**src/rtl/bwm_pkg.sv**
```systemverilog
package bwm_pkg;

    // Control pair produced for one Booth digit
    typedef struct packed {
        logic nz;   // digit is +1 or -1
        logic neg;  // digit is -1
    } booth_ctl_t;

    // Rows left after one level of 3:2 compression
    function automatic int rows_after(input int rows);
        return (rows / 3) * 2 + (rows % 3);
    endfunction

    // Row count entering a given level of the tree
    function automatic int rows_at_level(input int n, input int lvl);
        int r;
        r = n;
        for (int k = 0; k < lvl; k++) r = rows_after(r);
        return r;
    endfunction

    // Number of compression levels needed to reach two rows
    function automatic int tree_levels(input int n);
        int r;
        int l;
        r = n;
        l = 0;
        while (r > 2) begin
            r = rows_after(r);
            l++;
        end
        return l;
    endfunction

endpackage

```
**src/rtl/booth_recoder.sv**
```systemverilog
module booth_recoder
    import bwm_pkg::*;
#(
    parameter int N = 8
) (
    input  logic [N-1:0]             mr,
    output booth_ctl_t [N-1:0]       ctl
);
    for (genvar i = 0; i < N; i++) begin : g_digit
        logic below;
        if (i == 0) begin : g_lsb
            assign below = 1'b0;
        end else begin : g_upper
            assign below = mr[i-1];
        end
        assign ctl[i].nz  = mr[i] ^ below;
        assign ctl[i].neg = mr[i] & ~below;
    end
endmodule

```
**src/rtl/pp_gen.sv**
```systemverilog
module pp_gen
    import bwm_pkg::*;
#(
    parameter int N = 8,
    localparam int W = 2 * N
) (
    input  logic [N-1:0]            md,
    input  booth_ctl_t [N-1:0]      ctl,
    output logic [N-1:0][W-1:0]     rows
);
    logic [W-1:0] md_pos;
    logic [W-1:0] md_neg;

    assign md_pos = {{N{md[N-1]}}, md};
    assign md_neg = ~md_pos + W'(1);

    for (genvar i = 0; i < N; i++) begin : g_row
        logic [W-1:0] pick;
        always_comb begin
            unique case ({ctl[i].nz, ctl[i].neg})
                2'b10:   pick = md_pos;
                2'b11:   pick = md_neg;
                default: pick = '0;
            endcase
        end
        assign rows[i] = pick << i;
    end
endmodule

```
**src/rtl/csa3.sv**
```systemverilog
module csa3 #(
    parameter int W = 16
) (
    input  logic [W-1:0] a,
    input  logic [W-1:0] b,
    input  logic [W-1:0] c,
    output logic [W-1:0] sum,
    output logic [W-1:0] carry
);
    logic [W-1:0] co;

    for (genvar j = 0; j < W; j++) begin : g_fa
        assign sum[j] = a[j] ^ b[j] ^ c[j];
        assign co[j]  = (a[j] & b[j]) | (a[j] & c[j]) | (b[j] & c[j]);
    end

    assign carry = {co[W-2:0], 1'b0};
endmodule

```
**src/rtl/csa_tree.sv**
```systemverilog
module csa_tree
    import bwm_pkg::*;
#(
    parameter int N = 8,
    localparam int W = 2 * N,
    localparam int LEVELS = tree_levels(N)
) (
    input  logic [N-1:0][W-1:0] rows_in,
    output logic [W-1:0]        row_a,
    output logic [W-1:0]        row_b
);
    for (genvar l = 0; l <= LEVELS; l++) begin : g_lvl
        localparam int R = rows_at_level(N, l);
        logic [W-1:0] row [R];

        if (l == 0) begin : g_entry
            for (genvar k = 0; k < R; k++) begin : g_in
                assign row[k] = rows_in[k];
            end
        end else begin : g_reduce
            localparam int RP = rows_at_level(N, l - 1);
            localparam int G  = RP / 3;
            for (genvar g = 0; g < G; g++) begin : g_grp
                csa3 #(.W(W)) u_csa (
                    .a     (g_lvl[l-1].row[3*g]),
                    .b     (g_lvl[l-1].row[3*g+1]),
                    .c     (g_lvl[l-1].row[3*g+2]),
                    .sum   (row[2*g]),
                    .carry (row[2*g+1])
                );
            end
            for (genvar k = 0; k < RP % 3; k++) begin : g_pass
                assign row[2*G+k] = g_lvl[l-1].row[3*G+k];
            end
        end
    end

    assign row_a = g_lvl[LEVELS].row[0];
    assign row_b = g_lvl[LEVELS].row[1];
endmodule

```
**src/rtl/cla_adder.sv**
```systemverilog
module cla_adder #(
    parameter int W = 16,
    localparam int L = $clog2(W)
) (
    input  logic [W-1:0] a,
    input  logic [W-1:0] b,
    output logic [W-1:0] sum
);
    logic [L:0][W-1:0] gen;
    logic [L:0][W-1:0] prp;

    assign gen[0] = a & b;
    assign prp[0] = a ^ b;

    for (genvar k = 1; k <= L; k++) begin : g_stage
        localparam int D = 1 << (k - 1);
        for (genvar j = 0; j < W; j++) begin : g_bit
            if (j >= D) begin : g_merge
                assign gen[k][j] = gen[k-1][j] | (prp[k-1][j] & gen[k-1][j-D]);
                assign prp[k][j] = prp[k-1][j] & prp[k-1][j-D];
            end else begin : g_copy
                assign gen[k][j] = gen[k-1][j];
                assign prp[k][j] = prp[k-1][j];
            end
        end
    end

    assign sum = prp[0] ^ {gen[L][W-2:0], 1'b0};
endmodule

```
**src/rtl/booth_wallace_mul.sv**
```systemverilog
module booth_wallace_mul
    import bwm_pkg::*;
#(
    parameter int N = 8,
    parameter bit REG_OUT = 1'b1,
    localparam int W = 2 * N
) (
    input  logic         clk,
    input  logic         rst_n,
    input  logic [N-1:0] md,
    input  logic [N-1:0] mr,
    input  logic         load,
    output logic [W-1:0] prod
);
    booth_ctl_t [N-1:0]    ctl;
    logic [N-1:0][W-1:0]   pp_rows;
    logic [W-1:0]          row_a;
    logic [W-1:0]          row_b;
    logic [W-1:0]          prod_c;
    logic [N-1:0]          digit_nz;
    logic [N-1:0]          digit_neg;

    booth_recoder #(.N(N)) u_rec (
        .mr  (mr),
        .ctl (ctl)
    );

    for (genvar i = 0; i < N; i++) begin : g_ctl
        assign digit_nz[i]  = ctl[i].nz;
        assign digit_neg[i] = ctl[i].neg;
    end

    pp_gen #(.N(N)) u_pp (
        .md   (md),
        .ctl  (ctl),
        .rows (pp_rows)
    );

    csa_tree #(.N(N)) u_tree (
        .rows_in (pp_rows),
        .row_a   (row_a),
        .row_b   (row_b)
    );

    cla_adder #(.W(W)) u_cla (
        .a   (row_a),
        .b   (row_b),
        .sum (prod_c)
    );

    if (REG_OUT) begin : g_reg
        logic [W-1:0] prod_q;
        always_ff @(posedge clk or negedge rst_n) begin
            if (!rst_n) begin
                prod_q <= '0;
            end else if (load) begin
                prod_q <= prod_c;
            end
        end
        assign prod = prod_q;
    end else begin : g_comb
        assign prod = prod_c;
    end
endmodule

```
**config.mk**
```make
export PLATFORM = sky130hd
export DESIGN_NAME = booth_wallace_mul
export DESIGN_NICKNAME = d
export VERILOG_FILES = /design/src/rtl/bwm_pkg.sv /design/src/rtl/booth_recoder.sv /design/src/rtl/pp_gen.sv /design/src/rtl/csa3.sv /design/src/rtl/csa_tree.sv /design/src/rtl/cla_adder.sv /design/src/rtl/booth_wallace_mul.sv
export SDC_FILE = /design/constraint.sdc
export NUM_CORES = 1
export LEC_CHECK = 0
export ABC_AREA = 0
export BUFFER_PORTS_ARGS = -buffer_cell sky130_fd_sc_hd__buf_4
export CORE_UTILIZATION = 45
export CTS_BUF_LIST = sky130_fd_sc_hd__clkbuf_16
export DETAILED_ROUTE_END_ITERATION = 10
export GPL_TIMING_DRIVEN = 0
export HOLD_SLACK_MARGIN = 0.12
export PLACE_DENSITY = 0.67
export SLEW_MARGIN = 20
export SYNTH_ARGS = -nofsm -noshare
export SYNTH_HDL_FRONTEND = slang
export SYNTH_SLANG_ARGS = --single-unit
```
**constraint.sdc**
```tcl
create_clock -name clk -period 0.9 [get_ports clk]
set_input_delay 0.135 -clock clk [delete_from_list [all_inputs] [get_ports clk]]
set_output_delay 0.135 -clock clk [all_outputs]
set_load 0.01 [all_outputs]
```
# [Word-level counts from Yosys, hierarchy flattened]
# Cells that the tools add are included.
[totals] output_inout_bits=16 word_cells=629 inputBits=19 register_bits=16
[classes] mux=8 addsub=1 n_bitwise=603 eq_ne=16
[op_table] op="1-bit AND" n=275
[op_table] op="1-bit OR" n=167
[op_table] op="1-bit bitwise XOR" n=150
[op_table] op="2-bit == test, second input constant" n=16
[op_table] op="16-bit case mux with 2 select lines" n=1
[op_table] op="16-bit bitwise XOR" n=2
[op_table] op="15-bit case mux with 2 select lines" n=1
[op_table] op="14-bit case mux with 2 select lines" n=1
[op_table] op="13-bit case mux with 2 select lines" n=1
[op_table] op="12-bit case mux with 2 select lines" n=1
[op_table] op="11-bit case mux with 2 select lines" n=1
[op_table] op="10-bit case mux with 2 select lines" n=1
[op_table] op="9-bit case mux with 2 select lines" n=1
[op_table] op="16-bit by 1-bit adder with 16-bit output, second input constant" n=1
[op_table] op="16-bit NOT" n=1
[op_table] op="15-bit AND" n=1
[op_table] op="1-bit NOT" n=7

# [Longest topological paths before layout]
[logic_depth] word_depth=25 depth_mapped=25 ltp_nobuf=23

# [Modules after synthesis]
# A second synthesis with hierarchy kept.
[unflattened] cells_unflattened=607 hier_area_um2=5788.1
[by_module_without_submodules] mod="pp_gen" area_each_um2=2297.2 cells_each=356 n_inst=1 seq_area_each_um2=0.0
[by_module_without_submodules] mod="csa3" area_each_um2=335.3 cells_each=18 n_inst=6 seq_area_each_um2=0.0
[by_module_without_submodules] mod="cla_adder" area_each_um2=674.4 cells_each=86 n_inst=1 seq_area_each_um2=0.0
[by_module_without_submodules] mod="booth_wallace_mul" area_each_um2=649.4 cells_each=34 n_inst=1 seq_area_each_um2=400.4
[by_module_without_submodules] mod="booth_recoder" area_each_um2=155.1 cells_each=23 n_inst=1 seq_area_each_um2=0.0

# [Least setup slack after synthesis]
# OpenSTA, ideal clock, no wires.
[synth_path] kind="input port to flip-flop" from="in md[1]" to="reg g_reg.prod_q[14] (netlist: prod[14])" arrival_time_ns=5.658 setup_time_ns=0.120 n_path_buf=2 cell_stages=22 required_ns=0.780 setup_slack_ns=-4.878 path_cell_list="clkbuf_1 inv_1 ha_1 clkbuf_2 or4b_4 o21a_1 nor2_1 a22oi_1 or2_2 fa_1 fa_1 fa_1 fa_1 inv_1 ha_1 a21oi_1 o21bai_1 a21oi_1 nor2_1 o21ba_2 or3_1 a31o_2"
[synth_between] elab_chain_len=23 word_cells_on_any_way=464 classes_between="add/sub: 1; mux: 8; bitwise: 455"
[synth_rtl] item="start, declared" line="booth_wallace_mul.sv:10" rtl="input logic [N-1:0] md,"
[synth_rtl] item="16-bit NOT" line="pp_gen.sv:15" rtl="assign md_neg = ~md_pos + W'(1);"
[synth_rtl] item="16-bit by 1-bit adder with 16-bit output" line="pp_gen.sv:15"
[synth_rtl] item="16-bit case mux with 2 select lines, or another cell as far along" line="pp_gen.sv:20" rtl="unique case ({ctl[i].nz, ctl[i].neg})"
[synth_rtl] item="1-bit AND" line="csa3.sv:14" rtl="assign co[j] = (a[j] & b[j]) | (a[j] & c[j]) | (b[j] & c[j]);"
[synth_rtl] item="1-bit OR (2 in series)" line="csa3.sv:14"
[synth_rtl] item="1-bit AND" line="csa3.sv:14"
[synth_rtl] item="1-bit OR (2 in series)" line="csa3.sv:14"
[synth_rtl] item="1-bit AND" line="csa3.sv:14"
[synth_rtl] item="(+4 left out)"
[synth_rtl] item="1-bit OR or 16-bit bitwise XOR (tied branches)" line="csa3.sv:14, cla_adder.sv:13"
[synth_rtl] item="16-bit bitwise XOR, or another cell as far along" line="cla_adder.sv:13" rtl="assign prp[0] = a ^ b;"
[synth_rtl] item="1-bit AND, or another cell as far along" line="cla_adder.sv:19" rtl="assign gen[k][j] = gen[k-1][j] | (prp[k-1][j] & gen[k-1][j-D]);"
[synth_rtl] item="1-bit OR or 1-bit AND (tied branches)" line="cla_adder.sv:19"
[synth_rtl] item="1-bit AND or 1-bit OR (tied branches)" line="cla_adder.sv:19"
[synth_rtl] item="1-bit OR or 1-bit AND (tied branches)" line="cla_adder.sv:19"
[synth_rtl] item="1-bit OR (2 in series)" line="cla_adder.sv:19"
[synth_rtl] item="16-bit bitwise XOR (*)" line="cla_adder.sv:28" rtl="assign sum = prp[0] ^ {gen[L][W-2:0], 1'b0};"
[synth_rtl] item="end signal, assigned" line="booth_wallace_mul.sv:57" rtl="prod_q <= prod_c;"
[synth_rtl] item="end, declared" line="booth_wallace_mul.sv:52" rtl="logic [W-1:0] prod_q;"
# Every way passes the cells marked *; elsewhere a longest branch is shown, timed or not.
# A chain may end at the register's enable or synchronous reset.

# [Worst setup path after layout]
[layout_path] from="in md[0]" to="reg g_reg.prod_q[14] (netlist: prod[14])"
# Same word-level chain as after synthesis.

==> load_flow_metrics.sql <==
INSERT INTO impl_metrics (metric_group, metric, value, unit) VALUES
('global_route', 'largest_net_degree_at_the_start_of_global_routing', '17', ''),
('global_route', 'grt_overflow_total', '0', ''),
('logic_synthesis', 'synth-edff-count', '0', ''),
('timing', 'fin_ws', '-4.08', 'ns'),
('logic_synthesis', 'netlist_instances', '482', ''),
('run_status', 'failed_checks', 'negative setup slack', ''),
('critical_path', 'r2r.worst_path.cells', '2', ''),
('timing', 'fmax', '201', 'MHz'),
('logic_synthesis', 'synthTopCellsByCount', 'sky130_fd_sc_hd__inv_1, sky130_fd_sc_hd__fa_1, sky130_fd_sc_hd__nor2_1', ''),
('routing', 'antenna_left', '0', ''),
('place', 'place.detailed.hpwl', '8420', 'um'),
('final_layout', 'share_of_layout_cells_above_drive_strength_1', '33.5', '%'),
('pwr', 'irDropWorstVdd', '0.00103', 'V'),
('logic_synthesis', 'async_flop_share', '100', '%'),
('logic_synthesis', 'synth_simple_gate_area_share', '13.3', '%'),
('critical_path', 'critPathRequiredTime', '1.03', 'ns'),
('critical_path', 'critPathCapture', 'prod[14]', ''),
('pwr', 'p_total', '9710', 'uW'),
('critical_path', 'worst-r2r-setup-slack', '0.01', 'ns'),
('place', 'post_place_cell_area', '4760', 'um^2'),
('logic_synthesis', 'post-synth-top-area-fraction', '29.6', '%'),
('cts', 'clock_latency_on_the_worst_skew_pair', '0.24', 'ns'),
('logic_synthesis', 'yosys.area_share.xor_xnor', '5.23', '%'),
('timing', 'fin_crit_sh', '554', '%'),
('floorplan', 'core', '8850', 'um^2'),
('logic_synthesis', 'leading_area_contributor_after_synthesis', 'sky130_fd_sc_hd__fa_1', ''),
('logic_synthesis', 'synth_top_family_by_area', 'adder cells', ''),
('logic_synthesis', 'synth.yosys.seq_area_share', '9.56', '%'),
('timing', 'setup_viol_count_final', '16', ''),
('logic_synthesis', 'syn_nets', '598', ''),
('logic_synthesis', 'synth_compound_area_share', '17.1', '%'),
('floorplan', 'rows', '34', ''),
('critical_path', 'timing.critical_path.fanout_max', '4', ''),
('cts', 'h-tree-depth', '1', ''),
('timing', 'final.min_clock_period', '4.98', 'ns'),
('routing', 'detail_route.wl_per_cell', '17.0', 'um'),
('critical_path', 'crit_type', 'in2reg', ''),
('floorplan', 'fp.dieW', '98.5', 'um'),
('critical_path', 'crit_start', 'md[0]', ''),
('floorplan', 'area_of_the_die', '9700', 'um^2'),
('cts', 'cts_tree', 'built', ''),
('critical_path', 'critPathCaptureType', 'flop', ''),
('timing', 'setup_total_negative_slack', '-45.72', 'ns'),
('cts', 'cts_root_buf', 'sky130_fd_sc_hd__clkbuf_16', ''),
('timing', 'grt_setup_unrepaired', 'yes', ''),
('logic_synthesis', 'synth_ff_type', 'sky130_fd_sc_hd__dfrtp_1', ''),
('logic_synthesis', 'syn_avg_cell_area', '8.69', 'um^2'),
('cts', 'clk_pin_slew', '0.05', 'ns'),
('critical_path', 'r2r-start', 'prod[15]', ''),
('run_status', 'run_status', 'finished with violations', ''),
('cts', 'maximum_root_to_sink_buffer_count', '2', ''),
('critical_path', 'critPathArrivalTime', '5.11', 'ns'),
('logic_synthesis', 'synthesis.yosys.warnings', '0', ''),
('logic_synthesis', 'yosys.cell_count.top_type', 'sky130_fd_sc_hd__inv_1', ''),
('routing', 'dr_total_vias', '3743', ''),
('worst_hold_path', 'timing.hold.worst.class', 'in2reg', ''),
('final_layout', 'finish.net_count', '668', ''),
('global_route', 'global_route_wire_length_before_repair', '18600', 'um'),
('final_layout', 'stdcell_area', '5580', 'um^2'),
('critical_path', 'r2r-end', 'prod[15]', ''),
('floorplan', 'die_h', '98.5', 'um'),
('final_layout', 'largest_reg_flops', '16', ''),
('timing', 'worst_slew_margin_rel', '63.1', '%'),
('logic_synthesis', 'ys_top_cells_by_area', 'sky130_fd_sc_hd__fa_1, sky130_fd_sc_hd__ha_1, sky130_fd_sc_hd__dfrtp_1', ''),
('cts', 'cts_buffer_count', '3', ''),
('place', 'final_gp_congestion', '0.913', ''),
('final_layout', 'area.growth.synth_to_final', '33.3', '%'),
('floorplan', 'design.portCount', '35', ''),
('timing', 'report.final.hold_viol_count', '0', ''),
('job', 'cap_viol_max_count', '0', ''),
('routing', 'drt_pre_antenna_iters', '7', '');
[critical path, stage by stage]
cell	delay, ns
sky130_fd_sc_hd__buf_12	0.11
sky130_fd_sc_hd__clkinvlp_4	0.08
sky130_fd_sc_hd__ha_4	0.13
sky130_fd_sc_hd__or4b_4	0.49
sky130_fd_sc_hd__o21a_1	0.23
sky130_fd_sc_hd__nor2_4	0.17
sky130_fd_sc_hd__buf_6	0.12
sky130_fd_sc_hd__a22oi_2	0.05
sky130_fd_sc_hd__or2_4	0.24
sky130_fd_sc_hd__fa_1	0.50
sky130_fd_sc_hd__fa_1	0.42
sky130_fd_sc_hd__fa_1	0.49
sky130_fd_sc_hd__inv_1	0.05
sky130_fd_sc_hd__fa_1	0.59
sky130_fd_sc_hd__ha_4	0.23
sky130_fd_sc_hd__inv_4	0.07
sky130_fd_sc_hd__o21bai_4	0.06
sky130_fd_sc_hd__a21oi_2	0.15
sky130_fd_sc_hd__nor2_1	0.07
sky130_fd_sc_hd__o21ba_2	0.20
sky130_fd_sc_hd__or3_1	0.30
sky130_fd_sc_hd__a31o_2	0.20
[cell type report]
class	count	area, um^2
Buffer	29	269
Clock buffer	3	75.1
Fill cell	737	3260
Inverter	77	303
Multi-Input combinational cell	355	3760
Sequential cell	16	400
Tap cell	108	135
Timing Repair Buffer	70	644
[metrics by stage]
stage	utilization (%)	std cells	hold slack, ns
after floorplan	-	482	-0.161
after global placement	53.7	621	-0.0000323
after detailed placement	53.7	621	0.00590
after CTS	59.3	647	0.178
after global routing	63.1	658	0.204
final	63.1	658	0.184
[how the worst min path moves through the flow]
stage	slack (ns)	end	startpoint	cells past startpoint
4_1_cts	0.18	prod[0]	mr[0]	3
3_3_place_gp	-0.00003	prod[5]	rst_n	1
6_report	0.18	prod[0]	mr[0]	3
2_1_floorplan	-0.16	prod[0]	rst_n	0
3_5_place_dp	0.006	prod[5]	rst_n	1
5_1_grt	0.20	prod[0]	mr[0]	3
[repair_timing]
| action | 4_1_cts | 5_1_grt |
|---|---|---|
| endpoints found under the hold margin | 16 | 0 |
| hold buffers | 1 | 0 |
| resized for setup | 56 | 61 |
| pin swaps | 48 | 22 |
| setup buffers | 26 | 13 |
| endpoints found under the setup margin | 19 | 31 |
[report_power, final]
part           total (uW)  internal [uW]  switching [uW]  leakage (uW)
registers            1270           1060             211      0.000192
logic                7610           3990            3620       0.00230
clock network         834            581             252     0.0000370
total                9710           5630            4090       0.00253
[metal layers]
metal / routed length (um) / GRT usage [%]
met4: 200 / 4.36
met1: 4520 / 31.9
met3: 682 / 2.34
met2: 5780 / 43.3
met5: 0 / 0
[kinds of logic (layout without fill, tap and decap cells)]
group / count (synthesis) / after routing
muxes: 13 / 13
adders and majority gates: 97 / 97
AOI/OAI and AO/OA: 98 / 98
xor gates and xnor gates: 25 / 25
and+or+nand+nor: 122 / 122
buffers and inverters: 111 / 179
DFF: 16 / 16
[cells in the final DEF (no fill, tap or decap), types with 3 or more instances in the layout]
cell type,n
sky130_fd_sc_hd__a21oi_1,10
sky130_fd_sc_hd__nor3_1,3
sky130_fd_sc_hd__or2_2,4
sky130_fd_sc_hd__xnor2_1,17
sky130_fd_sc_hd__buf_12,3
sky130_fd_sc_hd__nor3_4,3
sky130_fd_sc_hd__xnor2_2,3
sky130_fd_sc_hd__mux2_4,9
sky130_fd_sc_hd__ha_1,22
sky130_fd_sc_hd__nor2_4,3
sky130_fd_sc_hd__nor2_1,42
sky130_fd_sc_hd__nand2_1,31
sky130_fd_sc_hd__o211ai_1,3
sky130_fd_sc_hd__fa_2,4
sky130_fd_sc_hd__xor2_1,3
sky130_fd_sc_hd__inv_1,65
sky130_fd_sc_hd__ha_4,11
sky130_fd_sc_hd__inv_2,8
sky130_fd_sc_hd__nand2_2,3
sky130_fd_sc_hd__or3_1,3
sky130_fd_sc_hd__fa_1,58
sky130_fd_sc_hd__clkbuf_2,4
sky130_fd_sc_hd__clkbuf_1,9
sky130_fd_sc_hd__a22oi_1,34
sky130_fd_sc_hd__a21oi_2,5
sky130_fd_sc_hd__nor2_2,4
sky130_fd_sc_hd__buf_6,23
sky130_fd_sc_hd__mux2_2,3
sky130_fd_sc_hd__nand2b_1,8
sky130_fd_sc_hd__dfrtp_1,16
sky130_fd_sc_hd__a21o_1,17
sky130_fd_sc_hd__or2_4,5
sky130_fd_sc_hd__clkbuf_8,3
sky130_fd_sc_hd__clkbuf_16,7
sky130_fd_sc_hd__a22oi_2,4
sky130_fd_sc_hd__o21ai_0,3
sky130_fd_sc_hd__buf_4,46
No activity file was read; power rests on OpenSTA's default activity.
